$ cat src/rtl/hbuck_pkg.sv
package hbuck_pkg;

  // Conduction phases of the power stage.
  typedef enum logic [2:0] {
    PH_IDLE     = 3'd0,  // disabled, both switches open
    PH_GAP_HI   = 3'd1,  // break-before-make before high-side
    PH_HIGH     = 3'd2,  // high-side conducting
    PH_GAP_LO   = 3'd3,  // break-before-make after high-side
    PH_LOW      = 3'd4,  // synchronous rectifier conducting
    PH_COAST    = 3'd5   // rectifier released, waiting for demand
  } phase_t;

  // Timer slot indices shared by the top and the phase machine.
  localparam int unsigned TMR_ON   = 0;
  localparam int unsigned TMR_OFF  = 1;
  localparam int unsigned TMR_GAP  = 2;
  localparam int unsigned TMR_NUM  = 3;

  function automatic int unsigned max3(input int unsigned a,
                                       input int unsigned b,
                                       input int unsigned c);
    int unsigned m;
    m = (a > b) ? a : b;
    return (m > c) ? m : c;
  endfunction

endpackage

$ cat src/rtl/hbuck_interval.sv
// Loadable down-counter that flags when a minimum interval has elapsed.
module hbuck_interval #(
  parameter int unsigned WIDTH    = 4,
  parameter int unsigned LOAD_VAL = 10
) (
  input  logic clk,
  input  logic rst,
  input  logic load,
  output logic done
);

  localparam logic [WIDTH-1:0] LOAD_L = WIDTH'(LOAD_VAL);

  logic [WIDTH-1:0] remain;

  always_ff @(posedge clk) begin
    if (rst) begin
      remain <= '0;
    end else if (load) begin
      remain <= LOAD_L;
    end else if (remain != '0) begin
      remain <= remain - 1'b1;
    end
  end

  assign done = (remain == '0);

  // Interval never exceeds its programmed length and counts down by one.
  assert_countdown_R8: assert property (@(posedge clk) disable iff (rst)
    (!$past(load) && $past(remain) != '0) |-> (remain == $past(remain) - 1'b1));

  assert_bounded_R3: assert property (@(posedge clk) disable iff (rst)
    remain <= LOAD_L);

endmodule

$ cat src/rtl/hbuck_phase_fsm.sv
// Phase sequencer: decides each conduction phase from comparator levels
// and interval flags, and registers the gate commands.
module hbuck_phase_fsm
  import hbuck_pkg::*;
(
  input  logic               clk,
  input  logic               rst,
  input  logic               en,
  input  logic               fb_below,
  input  logic               hs_ilim,
  input  logic               zc_below,
  input  logic [TMR_NUM-1:0] tmr_done,
  output logic [TMR_NUM-1:0] tmr_load,
  output logic               hs_gate,
  output logic               ls_gate,
  output logic               cycle_start
);

  phase_t phase, phase_nx;
  logic   on_ok, off_ok, gap_ok;
  logic   want_high;

  assign on_ok  = tmr_done[TMR_ON];
  assign off_ok = tmr_done[TMR_OFF];
  assign gap_ok = tmr_done[TMR_GAP];

  // Demand for a new conduction: output low and off window elapsed.
  assign want_high = fb_below && off_ok;

  always_comb begin
    phase_nx = phase;
    unique case (phase)
      PH_IDLE: begin
        if (want_high) phase_nx = PH_HIGH;
      end
      PH_GAP_HI: begin
        if (gap_ok) phase_nx = PH_HIGH;
      end
      PH_HIGH: begin
        if (hs_ilim || (on_ok && !fb_below)) phase_nx = PH_GAP_LO;
      end
      PH_GAP_LO: begin
        if (gap_ok) phase_nx = zc_below ? PH_COAST : PH_LOW;
      end
      PH_LOW: begin
        if (want_high)     phase_nx = PH_GAP_HI;
        else if (zc_below) phase_nx = PH_COAST;
      end
      PH_COAST: begin
        if (want_high) phase_nx = PH_HIGH;
      end
      default: phase_nx = PH_IDLE;
    endcase
    if (!en) phase_nx = PH_IDLE;
  end

  // Interval loads happen on phase entry / exit.
  always_comb begin
    tmr_load          = '0;
    tmr_load[TMR_ON]  = (phase_nx == PH_HIGH) && (phase != PH_HIGH);
    tmr_load[TMR_OFF] = (phase == PH_HIGH) && (phase_nx != PH_HIGH);
    tmr_load[TMR_GAP] = ((phase_nx == PH_GAP_HI) && (phase != PH_GAP_HI)) ||
                        ((phase_nx == PH_GAP_LO) && (phase != PH_GAP_LO));
  end

  always_ff @(posedge clk) begin
    if (rst) begin
      phase       <= PH_IDLE;
      hs_gate     <= 1'b0;
      ls_gate     <= 1'b0;
      cycle_start <= 1'b0;
    end else begin
      phase       <= phase_nx;
      hs_gate     <= (phase_nx == PH_HIGH);
      ls_gate     <= (phase_nx == PH_LOW);
      cycle_start <= (phase_nx == PH_HIGH) && (phase != PH_HIGH);
    end
  end

  // ---------------------------------------------------------------
  // Properties guarding the sequencer
  // ---------------------------------------------------------------
  assert_no_overlap_R10: assert property (@(posedge clk) disable iff (rst)
    !(hs_gate && ls_gate));

  assert_ilim_cut_R5: assert property (@(posedge clk) disable iff (rst)
    (hs_gate && hs_ilim) |=> !hs_gate);

  assert_zc_release_R7: assert property (@(posedge clk) disable iff (rst)
    (ls_gate && zc_below) |=> !ls_gate);

  assert_hold_on_demand_R4: assert property (@(posedge clk) disable iff (rst)
    (hs_gate && fb_below && en && !hs_ilim) |=> hs_gate);

  assert_disable_off_R11: assert property (@(posedge clk) disable iff (rst)
    !$past(en) |-> (!hs_gate && !ls_gate && !cycle_start));

  assert_start_marks_rise_R2: assert property (@(posedge clk) disable iff (rst)
    cycle_start |-> (hs_gate && !$past(hs_gate)));

  assert_rise_marked_R2: assert property (@(posedge clk) disable iff (rst)
    (hs_gate && !$past(hs_gate)) |-> cycle_start);

  assert_gap_after_high_R6: assert property (@(posedge clk) disable iff (rst)
    $rose(ls_gate) |-> !$past(hs_gate));

  assert_gap_before_high_R9: assert property (@(posedge clk) disable iff (rst)
    $rose(hs_gate) |-> !$past(ls_gate));

  assert_phase_legal_R10: assert property (@(posedge clk) disable iff (rst)
    phase inside {PH_IDLE, PH_GAP_HI, PH_HIGH, PH_GAP_LO, PH_LOW, PH_COAST});

endmodule

$ cat src/rtl/hbuck_ctrl.sv
// Top: hysteretic buck switch controller.
module hbuck_ctrl
  import hbuck_pkg::*;
#(
  parameter int unsigned TON_CYC  = 11,
  parameter int unsigned TOFF_CYC = 10,
  parameter int unsigned DEAD_CYC = 1
) (
  input  logic clk,
  input  logic rst,
  input  logic en,
  input  logic fb_below,
  input  logic hs_ilim,
  input  logic zc_below,
  output logic hs_gate,
  output logic ls_gate,
  output logic cycle_start
);

  localparam int unsigned MAX_CYC = max3(TON_CYC, TOFF_CYC, DEAD_CYC);
  localparam int unsigned CNT_W   = (MAX_CYC < 2) ? 1 : $clog2(MAX_CYC);
  localparam int unsigned RUN_W   = $clog2(MAX_CYC + DEAD_CYC + 2) + 1;

  logic [TMR_NUM-1:0] tmr_load;
  logic [TMR_NUM-1:0] tmr_done;

  // One interval counter per timing rule; load value picked by slot.
  for (genvar g = 0; g < TMR_NUM; g++) begin : g_tmr
    localparam int unsigned LEN = (g == TMR_ON)  ? TON_CYC  :
                                  (g == TMR_OFF) ? TOFF_CYC : DEAD_CYC;
    hbuck_interval #(
      .WIDTH    (CNT_W),
      .LOAD_VAL (LEN - 1)
    ) u_tmr (
      .clk  (clk),
      .rst  (rst),
      .load (tmr_load[g]),
      .done (tmr_done[g])
    );
  end

  hbuck_phase_fsm u_fsm (
    .clk         (clk),
    .rst         (rst),
    .en          (en),
    .fb_below    (fb_below),
    .hs_ilim     (hs_ilim),
    .zc_below    (zc_below),
    .tmr_done    (tmr_done),
    .tmr_load    (tmr_load),
    .hs_gate     (hs_gate),
    .ls_gate     (ls_gate),
    .cycle_start (cycle_start)
  );

  // ---------------------------------------------------------------
  // Run-length trackers for the minimum on/off window properties
  // ---------------------------------------------------------------
  localparam logic [RUN_W-1:0] RUN_MAX = '1;
  localparam logic [RUN_W-1:0] TON_L   = RUN_W'(TON_CYC);
  localparam logic [RUN_W-1:0] TOFF_L  = RUN_W'(TOFF_CYC);

  logic [RUN_W-1:0] hi_run, lo_run;

  always_ff @(posedge clk) begin
    if (rst) begin
      hi_run <= '0;
      lo_run <= RUN_MAX;
    end else begin
      hi_run <= !hs_gate ? '0 : ((hi_run == RUN_MAX) ? hi_run : hi_run + 1'b1);
      lo_run <= hs_gate  ? '0 : ((lo_run == RUN_MAX) ? lo_run : lo_run + 1'b1);
    end
  end

  assert_min_on_R3: assert property (@(posedge clk) disable iff (rst)
    ($fell(hs_gate) && $past(en) && !$past(hs_ilim)) |-> (hi_run >= TON_L));

  assert_min_off_R8: assert property (@(posedge clk) disable iff (rst)
    $rose(hs_gate) |-> (lo_run >= TOFF_L));

endmodule

$ cat config.mk
export PLATFORM = sky130hd
export DESIGN_NAME = hbuck_ctrl
export DESIGN_NICKNAME = d
export VERILOG_FILES = /design/src/rtl/hbuck_pkg.sv /design/src/rtl/hbuck_interval.sv /design/src/rtl/hbuck_phase_fsm.sv /design/src/rtl/hbuck_ctrl.sv
export SDC_FILE = /design/constraint.sdc
export NUM_CORES = 1
export LEC_CHECK = 0
export CORE_UTILIZATION = 54
export DETAILED_ROUTE_END_ITERATION = 12
export GPL_ROUTABILITY_DRIVEN = 0
export PLACE_DENSITY = 0.75
export RECOVER_POWER = 50
export SYNTH_ARGS = -nofsm -noshare
export SYNTH_HDL_FRONTEND = slang
export SYNTH_HIERARCHICAL = 1
export SYNTH_SLANG_ARGS = --single-unit
$ cat constraint.sdc
create_clock -name clk -period 2.9 [get_ports clk]
set_input_delay 0.29 -clock clk [delete_from_list [all_inputs] [get_ports clk]]
set_output_delay 0.29 -clock clk [all_outputs]
set_load 0.02 [all_outputs]
# --- After elaboration in Yosys (flattened, before gate mapping) ---
# Index checks and enable logic that the tools add are counted.
totals:
  wordCells: 60
  input_bits: 6
  ram_bits: 0
  reg_bits: 18
  latch_bits: 0
  out_inout_bits: 3
  romBits: 0
  mem_count: 0
classes:
  shift: 0
  n_bitwise: 0
  addsub: 3
  n_reduce_logical: 22
  n_mux: 13
  n_eq_ne: 13
  mul: 0
  n_lt_le_gt_ge: 0
  div: 0
op_table:
  columns: ["operator", "count"]
  rows:
  - ["$mux W3", 7]
  - ["$mux W4", 4]
  - ["$pmux W3 S5", 1]
  - ["$eq A3 B2 Y1 const B", 4]
  - ["$logic_not A4 Y1", 3]
  - ["$reduce_bool A4 Y1", 3]
  - ["$sub A4 B1 Y4 const B", 3]
  - ["$eq A3 B3 Y1 const B", 3]
  - ["$ne A3 B2 Y1 const B", 3]
  - ["$reduce_or A2 Y1", 4]
  - ["$eq A3 B1 Y1 const B", 2]
  - ["$logic_and A1 B1 Y1", 6]
  - ["$reduce_bool A2 Y1", 2]
  - ["$logic_not A3 Y1", 1]
  - ["$ne A3 B1 Y1 const B", 1]
  - ["$logic_or A1 B1 Y1", 2]
  - ["$logic_not A1 Y1", 1]
  - ["$mux W1", 1]

# --- Longest topological paths before layout ---
depth:
  word_depth: 10
  depth_mapped: 9
  depth_no_buf: 9

# --- Cells and area by module ---
# Netlist, hierarchy kept.
modules_own_cells:
  columns: ["mod", "seq_area_each_um2", "n_inst", "area_each_um2", "cells_each"]
  rows:
  - ["hbuck_phase_fsm", 120.1, 1, 386.6, 45]
  - ["hbuck_interval (g_tmr[2].u_tmr)", 80.1, 1, 217.7, 21]
  - ["hbuck_interval (g_tmr[1].u_tmr)", 80.1, 1, 202.7, 20]
  - ["hbuck_interval (g_tmr[0].u_tmr)", 80.1, 1, 160.2, 17]

# --- Least setup slack after synthesis ---
# Ideal clock, no wire load.
synth_path:
  path_type: "reg2reg"
  from: "reg g_tmr[1].u_tmr.remain[0]"
  to: "reg g_tmr[2].u_tmr.remain[0]"
  path_stages_with_launch: 10
  setup_time_ps: 121
  path_buffers: 0
  setup_slack_ps: 800
  t_required_ps: 2779
  t_arrival_ps: 1979
  period_less_slack_ps: 2100
  path_cell_list: "dfxtp_1 > inv_1 > ha_1 > nor3b_4 > nand2_1 > a21oi_1 > o211ai_1 > a21oi_1 > nor3b_1 > mux2_2"
synth_between:
  elab_chain_len: 9
  elab_cells_between_ends: 12
  classes_between: "2 x eq/ne; 4 x mux; 6 x reduce/logical"
synth_lines:
  columns: ["item", "line", "rtl"]
  rows:
  - ["start: declaration", "hbuck_interval.sv:14", "logic [WIDTH-1:0] remain;"]
  - ["start signal: assignment", "hbuck_interval.sv:22", "remain <= remain - 1'b1;"]
  - ["$logic_not A4 Y1 (*)", "hbuck_interval.sv:26", "assign done = (remain == '0);"]
  - ["via tmr_done[1]", "hbuck_ctrl.sv:25", "logic [TMR_NUM-1:0] tmr_done;"]
  - ["$logic_and A1 B1 Y1 (*)", "hbuck_phase_fsm.sv:28", "assign want_high = fb_below && off_ok;"]
  - ["$mux W3 (on tied branches)", "hbuck_phase_fsm.sv:34, hbuck_phase_fsm.sv:50, hbuck_phase_fsm.sv:46", null]
  - ["$pmux W3 S5 (*)", "hbuck_phase_fsm.sv:32", "unique case (phase)"]
  - ["$mux W3 (*)", "hbuck_phase_fsm.sv:54", "if (!en) phase_nx = PH_IDLE;"]
  - ["$eq A3 B1 Y1 or $eq A3 B2 Y1 (tied branches)", "hbuck_phase_fsm.sv:62, hbuck_phase_fsm.sv:63", null]
  - ["$logic_and A1 B1 Y1 (on tied branches)", "hbuck_phase_fsm.sv:62, hbuck_phase_fsm.sv:63", null]
  - ["$logic_or A1 B1 Y1 (*)", "hbuck_phase_fsm.sv:62", "tmr_load[TMR_GAP] = ((phase_nx == PH_GAP_HI) && (phase != PH_GAP_HI)) ||"]
  - ["via tmr_load[2]", "hbuck_ctrl.sv:24", "logic [TMR_NUM-1:0] tmr_load;"]
  - ["$reduce_or A2 Y1 (no line) (*)", null, null]
  - ["end signal: assignment", "hbuck_interval.sv:22", null]
  - ["end: declaration", "hbuck_interval.sv:14", null]
# The timed path passes the listed nets; every way through them passes the cells marked *.
# A chain may end at the register's enable or synchronous reset.

# --- Final worst setup path ---
layout_path:
  from: "reg g_tmr[1].u_tmr.remain[1]"
  to: "reg g_tmr[2].u_tmr.remain[3]"
# The elaborated chain is that of the path after synthesis.

==> results.toml <==
[run_status]
outcome = "complete, no violations"

[die]
die_h_um = 44.32
die_w_um = 44.32
die_area_um2 = 1964
rows = 14
io-pin-count = 9
initial_core_util = 0.6068
core_um2 = 1594

[layout]
multiInputGateArea_um2 = 535.5
area_growth_pct = 9.444
seqCellArea_um2 = 360.3
final_cells = 136
final_util = 0.6641
antenna_cells = 0
drive_gt1_frac = 0.1161
nets = 122
nFillCells = 130

[clocking]
numCtsBuffers = 3
root_buffer = "clkbuf_4"
post-cts-setup-buffer-count = 0
cts_sinks = 18
clk_pin_slew_ns = 0.09
cts_hold_buf = 0
htreeDepth = 1
cts_resized = 0
clk_path_buf_depth = 2
cts_tree = "done"
worstSkewPairLatency_ns = 0.28

[timing]
setup_tns_ns = 0
relSlewSlack = 0.6026
setup_viol = 0
holdWs_ns = 0.5335
period_share = 0.8169
tightest_slew_ns = 0.5949
fin_skew_ns = 0.0005980
worst_slack_ns = 0.5309
rsz0062_at_grt = "no"
fmax_mhz = 422.1
min_period_ns = 2.369
drv_slew = 0
final_hold_viol_count = 0

[logic_synthesis]
synthesis.nets = 111
synth_fa_ha_area_frac = 0.02587
synth_cell_types = 37
synth_xor_area_frac = 0.02717
yosys.area.top_type = "dfxtp_1"
synth-simple-area-share = 0.2937
synth.ff_latch_count = 18
synth.avg_cell_area_um2 = 9.390
syn_inst = 103
ys_top_cells_by_area = "dfxtp_1, a21oi_1, nor3b_1, nor3b_4, nor3_1"
yosys_warnings = 6
synth_compound_gate_area_share = 0.1772
synth_top_area_frac = 0.3726
muxShareOfSynthArea = 0.05563
synth_top_family_by_area = "simple AND/OR/NAND/NOR gates"
syn_area_um2 = 967.2
ys_seq_area_frac = 0.3726

[worst_setup_path]
crit_path_top_delay_cell = "a21oi_1"
worst_setup_path_start_kind = "register"
reg2regPathDepth = 9
cp_data_required_time_ns = 3.08
rr_endpoint = "g_tmr[2].u_tmr/remain[3]"
worstPathCellList = "inv_1, ha_1, nor3b_4, nand2_1, a21oi_1, o211ai_1, a21oi_1, nor4_1, mux2_2"
cp_slowest_stage_delay_ns = 0.41
r2r-start = "g_tmr[1].u_tmr/remain[1]"
reg2reg_slack_ns = 0.53
path_class = "register to register"
cp_max_fo = 7
cp-end-kind = "register"
worst_ep_arrival_time_ns = 2.55
cp_common_cell = "a21oi_1"

[hold_path]
hp-start = "g_tmr[1].u_tmr/remain[1]"
min_path_type = "register to register"
worstHoldEndpoint = "g_tmr[1].u_tmr/remain[1]"
min_delay_path_depth = 2

[grt]
grt_pass1_vias = 687
antenna_found_initial = 0
grt_pass1_wl_um = 2829
grt_max_degree = 17
overflow = 0
grtUsageTotal = 0.1973

[flow_run]
maxCapViolations = 0

[power_and_ir_drop]
power_density_nw_per_um2 = 819.8
peakVddDrop_mv = 0.5439
p_leak_nw = 0.4024

[detailed_routing]
post-route-drc-count = 0
wl_per_cell_um = 11.95
drt_iter0_drc = 18
viasPerCell = 5.382
firstDrtPassIters = 4
met2_length_um = 722
wl_um = 1625
highest_layer = "met4"
wl_met1_um = 854
vias = 732
wl_met3_um = 36
ant_nets = 0

[place]
port_buffers = 8
dp_hpwl_um = 1226
place_ws_ns = 0.5190
dp_cells = 133
[metrics by stage]
step                cell area [µm²]  power, mW
floorplan                     967.2     0.6886
global placement               1061     0.7527
detailed placement             1061     0.7640
CTS                            1084     0.8882
global route                   1059     0.9416
finish                         1059     0.8678
[layout by cell type (no fill, tap or decap), types with 3 or more instances in the layout]
master	instances
a21oi_1	9
dfxtp_1	18
inv_1	8
nor2_1	8
nor3b_1	5
dlygate4sd3_1	3
clkdlybuf4s50_1	5
nor4_1	4
nor2b_1	3
clkbuf_4	3
nand2b_1	3
mux2_2	3
nor3_1	7
[worst max-delay path, delay by kind of cell (launching register included)]
kind            cells  cell delay [ns]
compound gates      3             0.80
fa+ha+maj           1             0.20
buf+inv             1             0.09
flops               1             0.32
mux                 1             0.28
simple gates        3             0.58
[area by class of cell]
cell class,instances,share of cell area
tap,24,0.02837
sequential,18,0.3404
multi-input combinational,75,0.5059
inverter,8,0.02837
timing repair buffer,8,0.07565
clock buffer,3,0.02128
[metal layers]
layer  up-vias  GRT usage
met4         0     0.1091
met2         8     0.2912
met1       324     0.2788
met5         -          0
met3         2    0.02449
li1        398          -
[where the power goes]
part / switching, mW / internal [mW] / total, mW
Clock: 0.0712 / 0.0482 / 0.119
Sequential: 0.0548 / 0.304 / 0.359
Combinational: 0.186 / 0.203 / 0.389
Total: 0.312 / 0.556 / 0.868
[registers in the layout (all words and copies together) (netlist names)]
register	cells
u_fsm/cycle_start	1
u_fsm/phase	3
u_fsm/ls_gate	1
g_tmr.u_tmr/remain	12
u_fsm/hs_gate	1
[how the worst max path moves through the flow]
| stage | startpoint | endpoint | slack [ns] | cells past startpoint |
|---|---|---|---|---|
| detailed placement | g_tmr[1].u_tmr/remain[1] | g_tmr[2].u_tmr/remain[1] | 0.52 | 9 |
| global placement | g_tmr[2].u_tmr/remain[0] | g_tmr[0].u_tmr/remain[3] | 0.58 | 9 |
| floorplan | g_tmr[1].u_tmr/remain[0] | g_tmr[2].u_tmr/remain[0] | 0.80 | 9 |
| CTS | g_tmr[1].u_tmr/remain[1] | g_tmr[2].u_tmr/remain[1] | 0.50 | 9 |
| finish | g_tmr[1].u_tmr/remain[1] | g_tmr[2].u_tmr/remain[3] | 0.53 | 9 |
| global route | g_tmr[1].u_tmr/remain[0] | g_tmr[2].u_tmr/remain[3] | 0.28 | 9 |
[cells by family (layout without fill, tap and decap cells)]
| kind of cell | count (synthesis) | in the layout |
|---|---|---|
| simple gates | 43 | 43 |
| xor+xnor | 3 | 3 |
| fa+ha+maj | 2 | 2 |
| flops | 18 | 18 |
| compound gates | 22 | 22 |
| mux | 5 | 5 |
| buf+inv | 10 | 19 |
[cells in the mapped netlist (all sizes together)]
cell type,number
dfxtp,18
a21oi,9
nor2,9
inv,8
nor3,8
nor3b,7
nor4,4
mux2,3
nand2b,3
nor2b,3
a211oi,2
and4b,2
ha,2
mux2i,2
nand2,2
nand3b,2
o21ai,2
xnor2,2
a2111oi,1
a211o,1
a21boi,1
a31oi,1
and2b,1
buf,1
clkbuf,1
nand3,1
o2111ai,1
o211ai,1
o21a,1
o22a,1
o22ai,1
or2b,1
xor2,1
Note: power is estimated with default switching activity, not from simulation.
